**src/rtl/hdlc_tx_framer.sv**
```systemverilog
module hdlc_tx_framer #(
  parameter int SCR_TAP = 43
) (
  input  logic       clk,
  input  logic       rst_n,
  input  logic       in_valid,
  output logic       in_ready,
  input  logic [7:0] in_data,
  input  logic       in_last,
  input  logic       cfg_fcs32,
  input  logic       cfg_scr_en,
  input  logic       cfg_transparent,
  input  logic       slot_en,
  output logic [7:0] out_data,
  output logic       out_vld
);

  localparam logic [7:0]  FLAG   = 8'h7E;
  localparam logic [7:0]  ESC    = 8'h7D;
  localparam logic [7:0]  ESC_X  = 8'h20;
  localparam logic [31:0] POLY16 = 32'h0000_8408;
  localparam logic [31:0] POLY32 = 32'hEDB8_8320;

  typedef enum logic [1:0] {S_IDLE, S_DATA, S_FCS} st_t;

  st_t                st, n_st;
  logic               flag_sent, n_flag;
  logic               esc_pend, n_pend;
  logic [7:0]         esc_byte, n_pbyte;
  logic [31:0]        crc, n_crc, crc_nx;
  logic [31:0]        fcs_sh, n_fcs;
  logic [1:0]         fcs_left, n_left;
  logic [SCR_TAP-1:0] hist, hist_nx;
  logic [7:0]         raw, cand, scr_byte, fin_byte;
  logic               used, emit_cand, take, scr_on;

  function automatic logic [31:0] crc_step(input logic [31:0] c, input logic [7:0] d,
                                           input logic w32);
    logic [31:0] r;
    r = c;
    for (int i = 0; i < 8; i++)
      r = (r[0] ^ d[i]) ? ((r >> 1) ^ (w32 ? POLY32 : POLY16)) : (r >> 1);
    return r;
  endfunction

  assign in_ready = cfg_transparent ? slot_en :
                    slot_en && !esc_pend && ((st == S_IDLE && flag_sent) || st == S_DATA);
  assign take   = in_valid && in_ready;
  assign scr_on = cfg_scr_en && !cfg_transparent;
  assign crc_nx = crc_step((st == S_IDLE) ? (cfg_fcs32 ? 32'hFFFF_FFFF : 32'h0000_FFFF) : crc,
                           in_data, cfg_fcs32);

  always_comb begin
    raw = FLAG; cand = in_data; used = slot_en; emit_cand = 1'b0;
    n_st = st; n_flag = flag_sent; n_pend = esc_pend; n_pbyte = esc_byte;
    n_crc = crc; n_fcs = fcs_sh; n_left = fcs_left;
    if (cfg_transparent) begin
      raw = in_data; used = take;
      n_st = S_IDLE; n_flag = 1'b0; n_pend = 1'b0;
    end else if (slot_en) begin
      if (esc_pend) begin
        raw = esc_byte; n_pend = 1'b0;
      end else begin
        case (st)
          S_IDLE, S_DATA: begin
            if (take) begin
              emit_cand = 1'b1; n_crc = crc_nx;
              if (in_last) begin
                n_st = S_FCS; n_fcs = ~crc_nx; n_left = cfg_fcs32 ? 2'd3 : 2'd1;
              end else n_st = S_DATA;
            end else if (st == S_IDLE) begin
              raw = FLAG; n_flag = 1'b1;
            end else begin
              raw = ESC; n_st = S_IDLE; n_flag = 1'b0;
            end
          end
          default: begin
            cand = fcs_sh[7:0]; emit_cand = 1'b1;
            n_fcs = fcs_sh >> 8; n_left = fcs_left - 2'd1;
            if (fcs_left == 2'd0) begin n_st = S_IDLE; n_flag = 1'b0; end
          end
        endcase
        if (emit_cand) begin
          if (cand == FLAG || cand == ESC) begin
            raw = ESC; n_pend = 1'b1; n_pbyte = cand ^ ESC_X;
          end else raw = cand;
        end
      end
    end
  end

  always_comb begin
    hist_nx = hist;
    for (int i = 0; i < 8; i++) begin
      scr_byte[i] = raw[i] ^ hist_nx[SCR_TAP-1];
      hist_nx = {hist_nx[SCR_TAP-2:0], scr_byte[i]};
    end
    fin_byte = scr_on ? scr_byte : raw;
  end

  always_ff @(posedge clk or negedge rst_n) begin
    if (!rst_n) begin
      st <= S_IDLE; flag_sent <= 1'b0; esc_pend <= 1'b0; esc_byte <= '0;
      crc <= '0; fcs_sh <= '0; fcs_left <= '0; hist <= '0;
      out_data <= '0; out_vld <= 1'b0;
    end else begin
      st <= n_st; flag_sent <= n_flag; esc_pend <= n_pend; esc_byte <= n_pbyte;
      crc <= n_crc; fcs_sh <= n_fcs; fcs_left <= n_left;
      if (used && scr_on) hist <= hist_nx;
      out_vld <= used;
      if (used) out_data <= fin_byte;
    end
  end

  AST_ESC_STALL: assert property (@(posedge clk) disable iff (!rst_n)
    (!cfg_transparent && take && (in_data == FLAG || in_data == ESC)) |=> !in_ready);

  AST_IDLE_FLAG: assert property (@(posedge clk) disable iff (!rst_n)
    (!cfg_transparent && !cfg_scr_en && slot_en && st == S_IDLE && !esc_pend && !take)
      |=> (out_vld && out_data == FLAG));

  AST_FCS_LEN: assert property (@(posedge clk) disable iff (!rst_n)
    (st == S_FCS && !cfg_fcs32) |-> (fcs_left <= 2'd1));

  AST_NO_SLOT: assert property (@(posedge clk) disable iff (!rst_n)
    !slot_en |=> !out_vld);

  AST_ABORT: assert property (@(posedge clk) disable iff (!rst_n)
    (!cfg_transparent && !cfg_scr_en && slot_en && st == S_DATA && !esc_pend && !in_valid)
      |=> (out_vld && out_data == ESC));

  AST_PASS: assert property (@(posedge clk) disable iff (!rst_n)
    (cfg_transparent && slot_en && in_valid) |=> (out_vld && out_data == $past(in_data)));

endmodule

```
**config.mk**
```make
export PLATFORM = sky130hd
export DESIGN_NAME = hdlc_tx_framer
export DESIGN_NICKNAME = d
export VERILOG_FILES = /design/src/rtl/hdlc_tx_framer.sv
export SDC_FILE = /design/constraint.sdc
export NUM_CORES = 1
export LEC_CHECK = 0
export ABC_AREA = 0
export CAP_MARGIN = 0
export CORE_ASPECT_RATIO = 1.2
export CORE_MARGIN = 5
export CORE_UTILIZATION = 55
export DETAILED_ROUTE_END_ITERATION = 12
export DONT_BUFFER_PORTS = 1
export PLACE_DENSITY = 0.7
export SLEW_MARGIN = 20
export SYNTH_ARGS = -nofsm -noshare
export SYNTH_HDL_FRONTEND = slang
export SYNTH_SLANG_ARGS = --single-unit
```
**constraint.sdc**
```tcl
create_clock -name clk -period 5.7 [get_ports clk]
set_input_delay 0.285 -clock clk [delete_from_list [all_inputs] [get_ports clk]]
set_output_delay 0.285 -clock clk [all_outputs]
set_load 0.01 [all_outputs]
```
==> results of run 1 <==
[flip-flops by register name (all words and copies together), names as in the netlist]
name / flops
fcs_left: 2
crc: 32
esc_byte: 8
flag_sent: 1
out_vld: 1
out_data: 8
hist: 43
st: 2
esc_pend: 1
fcs_sh: 32
[cells by family after synthesis]
logic type,after synthesis
xor gates and xnor gates,102
adders and majority gates,1
and+or+nand+nor,206
buffers and inverters,55
AOI/OAI and AO/OA,162
muxes,59
DFF,130
[layout make-up]
type / instances / area [µm²] / share of cell area (%)
repair buffers: 9 / 97.59 / 1.243
well taps: 164 / 205.2 / 2.613
clock inverters: 12 / 98.84 / 1.259
flip-flops and latches: 130 / 3254 / 41.44
clock buffers: 20 / 446.7 / 5.688
inverters: 14 / 52.55 / 0.6692
multi-input cells: 530 / 3697 / 47.08
[metal layers]
layer | part of all wire [%] | global-route usage, %
met1 | 39 | 28.31
met2 | 49 | 39.52
met5 | 0 | 0
met4 | 6.1 | 14.52
met3 | 5.8 | 6.051
[cells in the final DEF, fill, tap and decap left out, types with 3 or more instances in the layout]
cell,netlist,routed
o31ai_1,8,8
nor2b_1,5,5
clkbuf_16,0,17
xnor3_1,4,4
and3_1,5,5
xnor2_2,4,4
o22a_1,3,3
buf_4,1,4
a21oi_1,18,18
a31oi_1,5,5
xor2_1,36,36
o21a_1,5,5
dlygate4sd3_1,0,4
xnor2_1,48,48
nor2_1,43,42
nor3_1,5,5
inv_1,13,13
nand2_1,121,120
mux2i_1,14,14
o21ai_0,79,79
mux2_2,42,42
xor2_2,4,4
xor2_4,3,3
dfrtp_1,130,129
o211ai_1,7,7
nand3_1,9,9
clkinvlp_4,0,4
o21bai_4,3,3
or2_2,5,5
a22o_1,11,11
inv_6,0,4
o21bai_1,3,3
[power breakdown]
| group | switching, µW | leakage [µW] | internal, µW | total (µW) |
|---|---|---|---|---|
| sequential | 220 | 0.00163 | 1230 | 1450 |
| combinational | 388 | 0.00161 | 382 | 771 |
| clock | 433 | 0.000256 | 575 | 1010 |
| total | 1040 | 0.00350 | 2190 | 3230 |
[metrics by stage]
| stage | cell area [µm²] | total power [µW] | std cells | hold WS (ps) |
|---|---|---|---|---|
| after global routing | 7853 | 3412 | 879 | 18.32 |
| after global placement | 7239 | 2181 | 842 | -7.477 |
| final | 7853 | 3230 | 879 | 30.39 |
| after detailed placement | 7239 | 2216 | 842 | -7.579 |
| after floorplan | 7168 | 1995 | 715 | -10.59 |
| after CTS | 7853 | 3251 | 879 | 20.60 |
[critical path, stage by stage, from the launching register on]
cell      delay [ps]
dfrtp_2          560
buf_4            460
o21bai_2         160
xor2_2           420
mux2_4           320
xnor2_4          110
xnor2_2          300
mux2_4           350
or4_1            500
nand3_1          100
[final timing paths]
check,from,end,slack [ps],depth (start not counted)
worst max-delay path,st[1],fcs_sh[19],2320,9
worst min-delay path,cfg_scr_en,out_data[4],30,2
worst max register to register,st[1],fcs_sh[19],2320,9
worst min register to register,hist[1],hist[1],470,1
max in group asynchronous,rst_n,st[1],4690,2
min in group asynchronous,rst_n,fcs_sh[2],530,2
==> results by group, run 1 <==
Global route
  • Grt total ovfl: 0
  • Largest net degree at the start of global routing: 131
  • Antenna violations before repair: 0
  • Number of global-route vias before repair: 5,353
  • All-Layer GR Usage: 24.09%
  • First-pass GRT wire length: 28,410 µm

Logic synthesis
  • Ys async rst share: 100.0%
  • Count leader, synth: dfrtp_1
  • Largest cells by area after synthesis: dfrtp_1 45%, mux2_2 6.6%, nand2_1 6.3%
  • Seq cells post-synth: 130
  • Synthesized instance count: 715
  • Unique cell type count in the Yosys netlist: 64
  • Sequential cell area fraction in the yosys report: 45.38%
  • Synth Warn #: 0
  • Synth top area share: 45.38%
  • Xor/xnor share of the synthesized area: 15.59%
  • Post-Synth Adder-Cell Area: 0.1746%
  • Mux share of post-synthesis cell area: 9.164%
  • Largest family of logic cells by synthesized area: XOR/XNOR gates
  • Synth Flop Type: dfrtp_1
  • Syn_nets: 732
  • Synthesized area: 7168 µm²
  • EDFF count, synth: 0
  • Most frequent cells after synthesis: 130 x dfrtp_1, 121 x nand2_1, 79 x o21ai_0, 48 x xnor2_1, 43 x nor2_1
  • Mean Syn Cell Area: 10.03 µm²
  • Post-Synth Simple-Gate Area: 12.08%
  • Area leader, netlist: dfrtp_1
  • Post-synthesis compound-gate area fraction: 14.51%

Setup path
  • CP max FO: 41
  • Worst EP required: 6060 ps
  • Critical path endpoint category: flip-flop
  • CP startpoint kind: flip-flop
  • Arrival time at the worst endpoint: 3740 ps
  • Crit Path Category: flip-flop to flip-flop

Floorplan
  • Die X-Extent: 114.2 µm
  • Core area: 12,720 µm²
  • # rows: 45
  • Die H: 135.1 µm
  • Die Area: 15,430 µm²
  • Initial Util: 56.33%
  • IO Count: 26

Drt
  • Vias per cell: 5.876
  • WL final: 17,430 µm
  • # DRC: 0
  • Initial DRC count: 458
  • WL/cell: 19.82 µm
  • Vias: 5,165
  • DR pass1 iterations: 5
  • Post-route ant nets: 0

STA
  • Final worst path period need: 3382 ps
  • Final Hold Vio Count: 0
  • Final WS setup: 2318 ps
  • Max Clk Rate: 295.7 MHz
  • Worst clock skew: 14.70 ps
  • Unrepaired setup endpoints after global routing: no
  • Setup violators final: 0
  • Setup TNS Final: 0 ps
  • Worst Tran Pin Value: 1026 ps
  • Slew Viols, Final: 0
  • Slew headroom: 31.13%
  • Final clock period utilization by the worst path: 59.33%

Cells and area
  • N_diodes: 0
  • Util after Layout: 61.71%
  • Final-layout fill cell count: 1,073
  • Area Overhead vs Synth: 9.548%
  • Final nets: 719
  • Layout cells sized above 1: 15.24%

Power and ir drop
  • Maximum vdd drop: 0.2183 mV
  • Lkg Pwr: 0.003504 µW
  • Pwr Density: 411.4 nW/µm²

Hold path
  • Hold Crit Class: input port to flip-flop

Clocking
  • Worst-Skew Late Latency: 430 ps
  • Post_cts resized: 0
  • Sink Count: 130
  • Maximum clock insertion buffer count: 2
  • H-tree levels: 4
  • Hold_buf cts: 5
  • Post-CTS Setup Inserts: 0
  • Clock root buffer master: clkbuf_16
  • CTS tree: built
  • Clock transition at path regs: 60 ps
  • CTS buffer count: 17

Placed design
  • Post-placement setup slack: 2410 ps
  • Hpwl dp: 12,260 µm
  • Placer congestion estimate: 0.9499
  • I/O Buffers: 0

Run status
  • Status: completed

Flow run
  • # Max-Cap Violations: 0
(Power assumes the default switching activity.)
==> run 2: changes to the inputs <==
--- a/config.mk
+++ b/config.mk
@@ -5,14 +5,14 @@
 export SDC_FILE = /design/constraint.sdc
 export NUM_CORES = 1
 export LEC_CHECK = 0
-export ABC_AREA = 0
+export ABC_AREA = 1
 export CAP_MARGIN = 0
 export CORE_ASPECT_RATIO = 1.2
 export CORE_MARGIN = 5
 export CORE_UTILIZATION = 55
 export DETAILED_ROUTE_END_ITERATION = 12
 export DONT_BUFFER_PORTS = 1
-export PLACE_DENSITY = 0.7
+export PLACE_DENSITY = 0.73
 export SLEW_MARGIN = 20
 export SYNTH_ARGS = -nofsm -noshare
 export SYNTH_HDL_FRONTEND = slang
==> constraint.sdc (replaced) <==
create_clock -name clk -period 2.9 [get_ports clk]
set_input_delay 0.145 -clock clk [delete_from_list [all_inputs] [get_ports clk]]
set_output_delay 0.145 -clock clk [all_outputs]
set_load 0.01 [all_outputs]
==> run 2 against run 1 <==
Effect of this change: the run now ends with hold timing left; worst setup slack worse by 2000 ps; sequential share of layout area fell by 1.6 points; design area increased by 3.9%; critical path type unchanged; largest cell class unchanged.
==> results by group, run 2 <==
Run status
  • Status: finished, violations left (was completed)
  • Failing checks: hold timing

Cells and area
  • Final-layout fill cell count: 1,160 (was 1,073)
  • N_diodes: 0 (unchanged)
  • Final nets: 1,007 (was 719)
  • Area Overhead vs Synth: 9.413% (was 9.548%)
  • Layout cells sized above 1: 11.37% (was 15.24%)
  • Most frequent cells in the layout: 337 x nand2_1, 130 x dfrtp_1, 99 x inv_1 (was 129 x dfrtp_1, 120 x nand2_1, 79 x o21ai_0)
  • Top reg by flops: hist (unchanged)
  • Multi-input logic area: 3547 µm² (was 3697 µm²)
  • Max reg flops: 43 (unchanged)
  • Register Area: 3253 µm² (was 3254 µm²)
  • Biggest regs: hist x43, crc x32, fcs_sh x32 (unchanged)
  • Most common cell after layout, fill and taps aside: nand2_1 (was dfrtp_1)

Setup path
  • Arrival time at the worst endpoint: 2870 ps (was 3740 ps)
  • CP top delay family: buffers and inverters (was XOR/XNOR gates)
  • CP startpoint kind: flip-flop (unchanged)
  • CP Buf/Inv Count: 4 (was 1)
  • CP max FO: 40 (was 41)
  • Crit Path Category: flip-flop to flip-flop (unchanged)
  • Cells along the critical path: buf_4 -> o21ai_0 -> nand2_1 -> nand2_1 -> nand3_1 -> nor2_1 -> buf_4 -> inv_1 -> o31ai_1 -> dlygate4sd3_1 (was buf_4 -> o21bai_2 -> xor2_2 -> mux2_4 -> xnor2_4 -> xnor2_2 -> mux2_4 -> or4_1 -> nand3_1)
  • Worst EP required: 3210 ps (was 6060 ps)
  • Max incr delay on CP: 550 ps (was 560 ps)
  • Slowest CP cell: dlygate4sd3_1 (was dfrtp_2)
  • Critical path endpoint category: flip-flop (unchanged)

STA
  • Setup TNS Final: 0 ps (unchanged)
  • Max Clk Rate: 389.4 MHz (was 295.7 MHz)
  • Final hold slack: -585.7 ps (was 30.39 ps)
  • Slew Viols, Final: 0 (unchanged)
  • Final clock period utilization by the worst path: 88.55% (was 59.33%)
  • Slew headroom: 61.89% (was 31.13%)
  • Final Hold Vio Count: 130 (was 0)
  • Unrepaired setup endpoints after global routing: no (unchanged)
  • Setup violators final: 0 (unchanged)
  • Final worst path period need: 2568 ps (was 3382 ps)
  • Worst clock skew: 9.669 ps (was 14.70 ps)
  • Worst Tran Pin Value: 571.0 ps (was 1026 ps)

Drt
  • # DRC: 0 (unchanged)
  • WL/cell: 16.86 µm (was 19.82 µm)
  • Post-route ant nets: 0 (unchanged)
  • Vias: 6,522 (was 5,165)
  • Vias per cell: 5.570 (was 5.876)
  • WL final: 19,740 µm (was 17,430 µm)
  • DR pass1 iterations: 5 (unchanged)
  • Initial DRC count: 751 (was 458)

Logic synthesis
  • Mean Syn Cell Area: 7.487 µm² (was 10.03 µm²)
  • Synthesized instance count: 996 (was 715)
  • Synth Warn #: 0 (unchanged)
  • Unique cell type count in the Yosys netlist: 45 (was 64)
  • Seq cells post-synth: 130 (unchanged)
  • Synthesized area: 7457 µm² (was 7168 µm²)
  • Ys async rst share: 100.0% (unchanged)
  • Synth Flop Type: dfrtp_1 (unchanged)
  • EDFF count, synth: 0 (unchanged)
  • Syn_nets: 1,013 (was 732)
  • Area leader, netlist: dfrtp_1 (unchanged)
  • Largest cells by area after synthesis: dfrtp_1 44%, nand2_1 17%, o21ai_0 6.2% (was dfrtp_1 45%, mux2_2 6.6%, nand2_1 6.3%)
  • Sequential cell area fraction in the yosys report: 43.62% (was 45.38%)
  • Count leader, synth: nand2_1 (was dfrtp_1)
  • Synth top area share: 43.62% (was 45.38%)
  • Most frequent cells after synthesis: 337 x nand2_1, 130 x dfrtp_1, 99 x inv_1, 93 x o21ai_0, 56 x nor2_1 (was 130 x dfrtp_1, 121 x nand2_1, 79 x o21ai_0, 48 x xnor2_1, 43 x nor2_1)

Global route
  • Largest net degree at the start of global routing: 131 (unchanged)
  • All-Layer GR Usage: 26.50% (was 24.09%)
  • First-pass GRT wire length: 32,350 µm (was 28,410 µm)
  • Grt total ovfl: 0 (unchanged)
  • Antenna violations before repair: 0 (unchanged)
  • Number of global-route vias before repair: 6,208 (was 5,353)
  • Met3 usage: 4.657% (was 6.051%)
  • Met1 usage: 33.30% (was 28.31%)
  • Busiest grt layer: met2 (unchanged)
  • Met2 Use GR: 42.11% (was 39.52%)

Clocking
  • Post-CTS Setup Inserts: 0 (unchanged)
  • Clock transition at path regs: 60 ps (about the same)
  • Sink Count: 130 (unchanged)
  • Worst-Skew Late Latency: 430 ps (about the same)
  • Post_cts resized: 0 (unchanged)
  • Clock root buffer master: clkbuf_16 (unchanged)
  • H-tree levels: 4 (unchanged)
  • Maximum clock insertion buffer count: 2 (unchanged)
  • CTS tree: built (unchanged)
  • CTS buffer count: 17 (unchanged)
  • Hold_buf cts: 5 (unchanged)

Floorplan
  • Die X-Extent: 116.3 µm (was 114.2 µm)
  • Die H: 137.6 µm (was 135.1 µm)
  • IO Count: 26 (unchanged)
  • Initial Util: 56.33% (about the same)
  • Die Area: 16,000 µm² (was 15,430 µm²)
  • # rows: 46 (was 45)
  • Core area: 13,240 µm² (was 12,720 µm²)

Power and ir drop
  • Pwr Density: 768.4 nW/µm² (was 411.4 nW/µm²)
  • Maximum vdd drop: 0.4675 mV (was 0.2183 mV)
  • Overall Power: 6270 µW (was 3230 µW)
  • Lkg Pwr: 0.004273 µW (was 0.003504 µW)

Hold path
  • Hold Crit Class: input port to asynchronous set/reset pin (was input port to flip-flop)

Flow run
  • # Max-Cap Violations: 0 (unchanged)

Placed design
  • Hpwl dp: 13,780 µm (was 12,260 µm)
  • I/O Buffers: 0 (unchanged)
  • Placer congestion estimate: 0.9577 (was 0.9499)
## run 2: changes by cell type after synthesis, sizes merged, moves of 17 or more
cell   delta
nand2   +246
inv      +97
nand3    +53
xnor2    -47
mux2     -44
o21ai    +35
nor2     +19
xor2     -17
## run 2: stage by stage
stage | instances | worst slack [ps] | hold slack, ps | instance area (µm²) | utilization, %
2_1_floorplan | 996 | 1067 | -150.6 | 7457 | -
3_3_place_gp | 1134 | 509.7 | -147.5 | 7517 | 56.79
3_5_place_dp | 1134 | 458.1 | -147.0 | 7517 | 56.79
4_1_cts | 1171 | 333.6 | -600.9 | 8159 | 61.64
5_1_grt | 1171 | 108.6 | -611.3 | 8159 | 61.64
6_report | 1171 | 332.1 | -585.7 | 8159 | 61.64
## run 2: layout make-up
class / count / area share (%)
Clock buffer: 17 / 5.214
Clock inverter: 15 / 2.040
Inverter: 111 / 5.199
Multi-Input combinational cell: 714 / 43.47
Sequential cell: 130 / 39.87
Tap cell: 168 / 2.576
Timing Repair Buffer: 16 / 1.626
## run 2: worst register-to-register path, cell delays in order, from the launching register on
cell and delay (ps):
dfrtp_1 470, buf_4 420, o21ai_0 270, nand2_1 120, nand2_1 60, nand3_1 120
nor2_1 60, buf_4 150, inv_1 130, o31ai_1 90, dlygate4sd3_1 550
## run 2: per-layer routing
metal  share of wire, %  up-vias
met3                6.0       82
li1                   -     3157
met1                 41     3033
met2                 47      250
met4                5.9        0
met5                  0        -
## run 2: where the power goes
group / leakage, µW / internal, µW / total (µW) / switching (µW)
logic: 0.00237 / 519 / 1520 / 1000
registers: 0.00161 / 2330 / 2610 / 271
clock network: 0.000294 / 1220 / 2150 / 922
total: 0.00427 / 4080 / 6270 / 2190
## run 2: kinds of logic (layout without fill, tap and decap cells)
group / count (synthesis) / in the layout / synth area share (%)
AO/OA/AOI/OAI: 177 / 177 / 13.10
AND/OR/NAND/NOR: 503 / 503 / 30.25
adder cells (fa/ha/maj): 1 / 1 / 0.1678
flip-flops: 130 / 130 / 43.62
XOR/XNOR: 33 / 33 / 3.977
buffers and inverters: 152 / 159 / 8.876
## run 2: worst paths after layout
check                            startpoint          end  slack, ps  depth (start not counted)
worst max-delay path                  st[1]     esc_pend        330                         10
worst min-delay path                  rst_n  esc_byte[3]       -590                          0
worst max register to register        st[1]     esc_pend        330                         10
worst min register to register  esc_byte[3]  esc_byte[3]        450                          2
max in group asynchronous             rst_n    flag_sent       3250                          0
min in group clk                    in_last        st[0]         40                          3
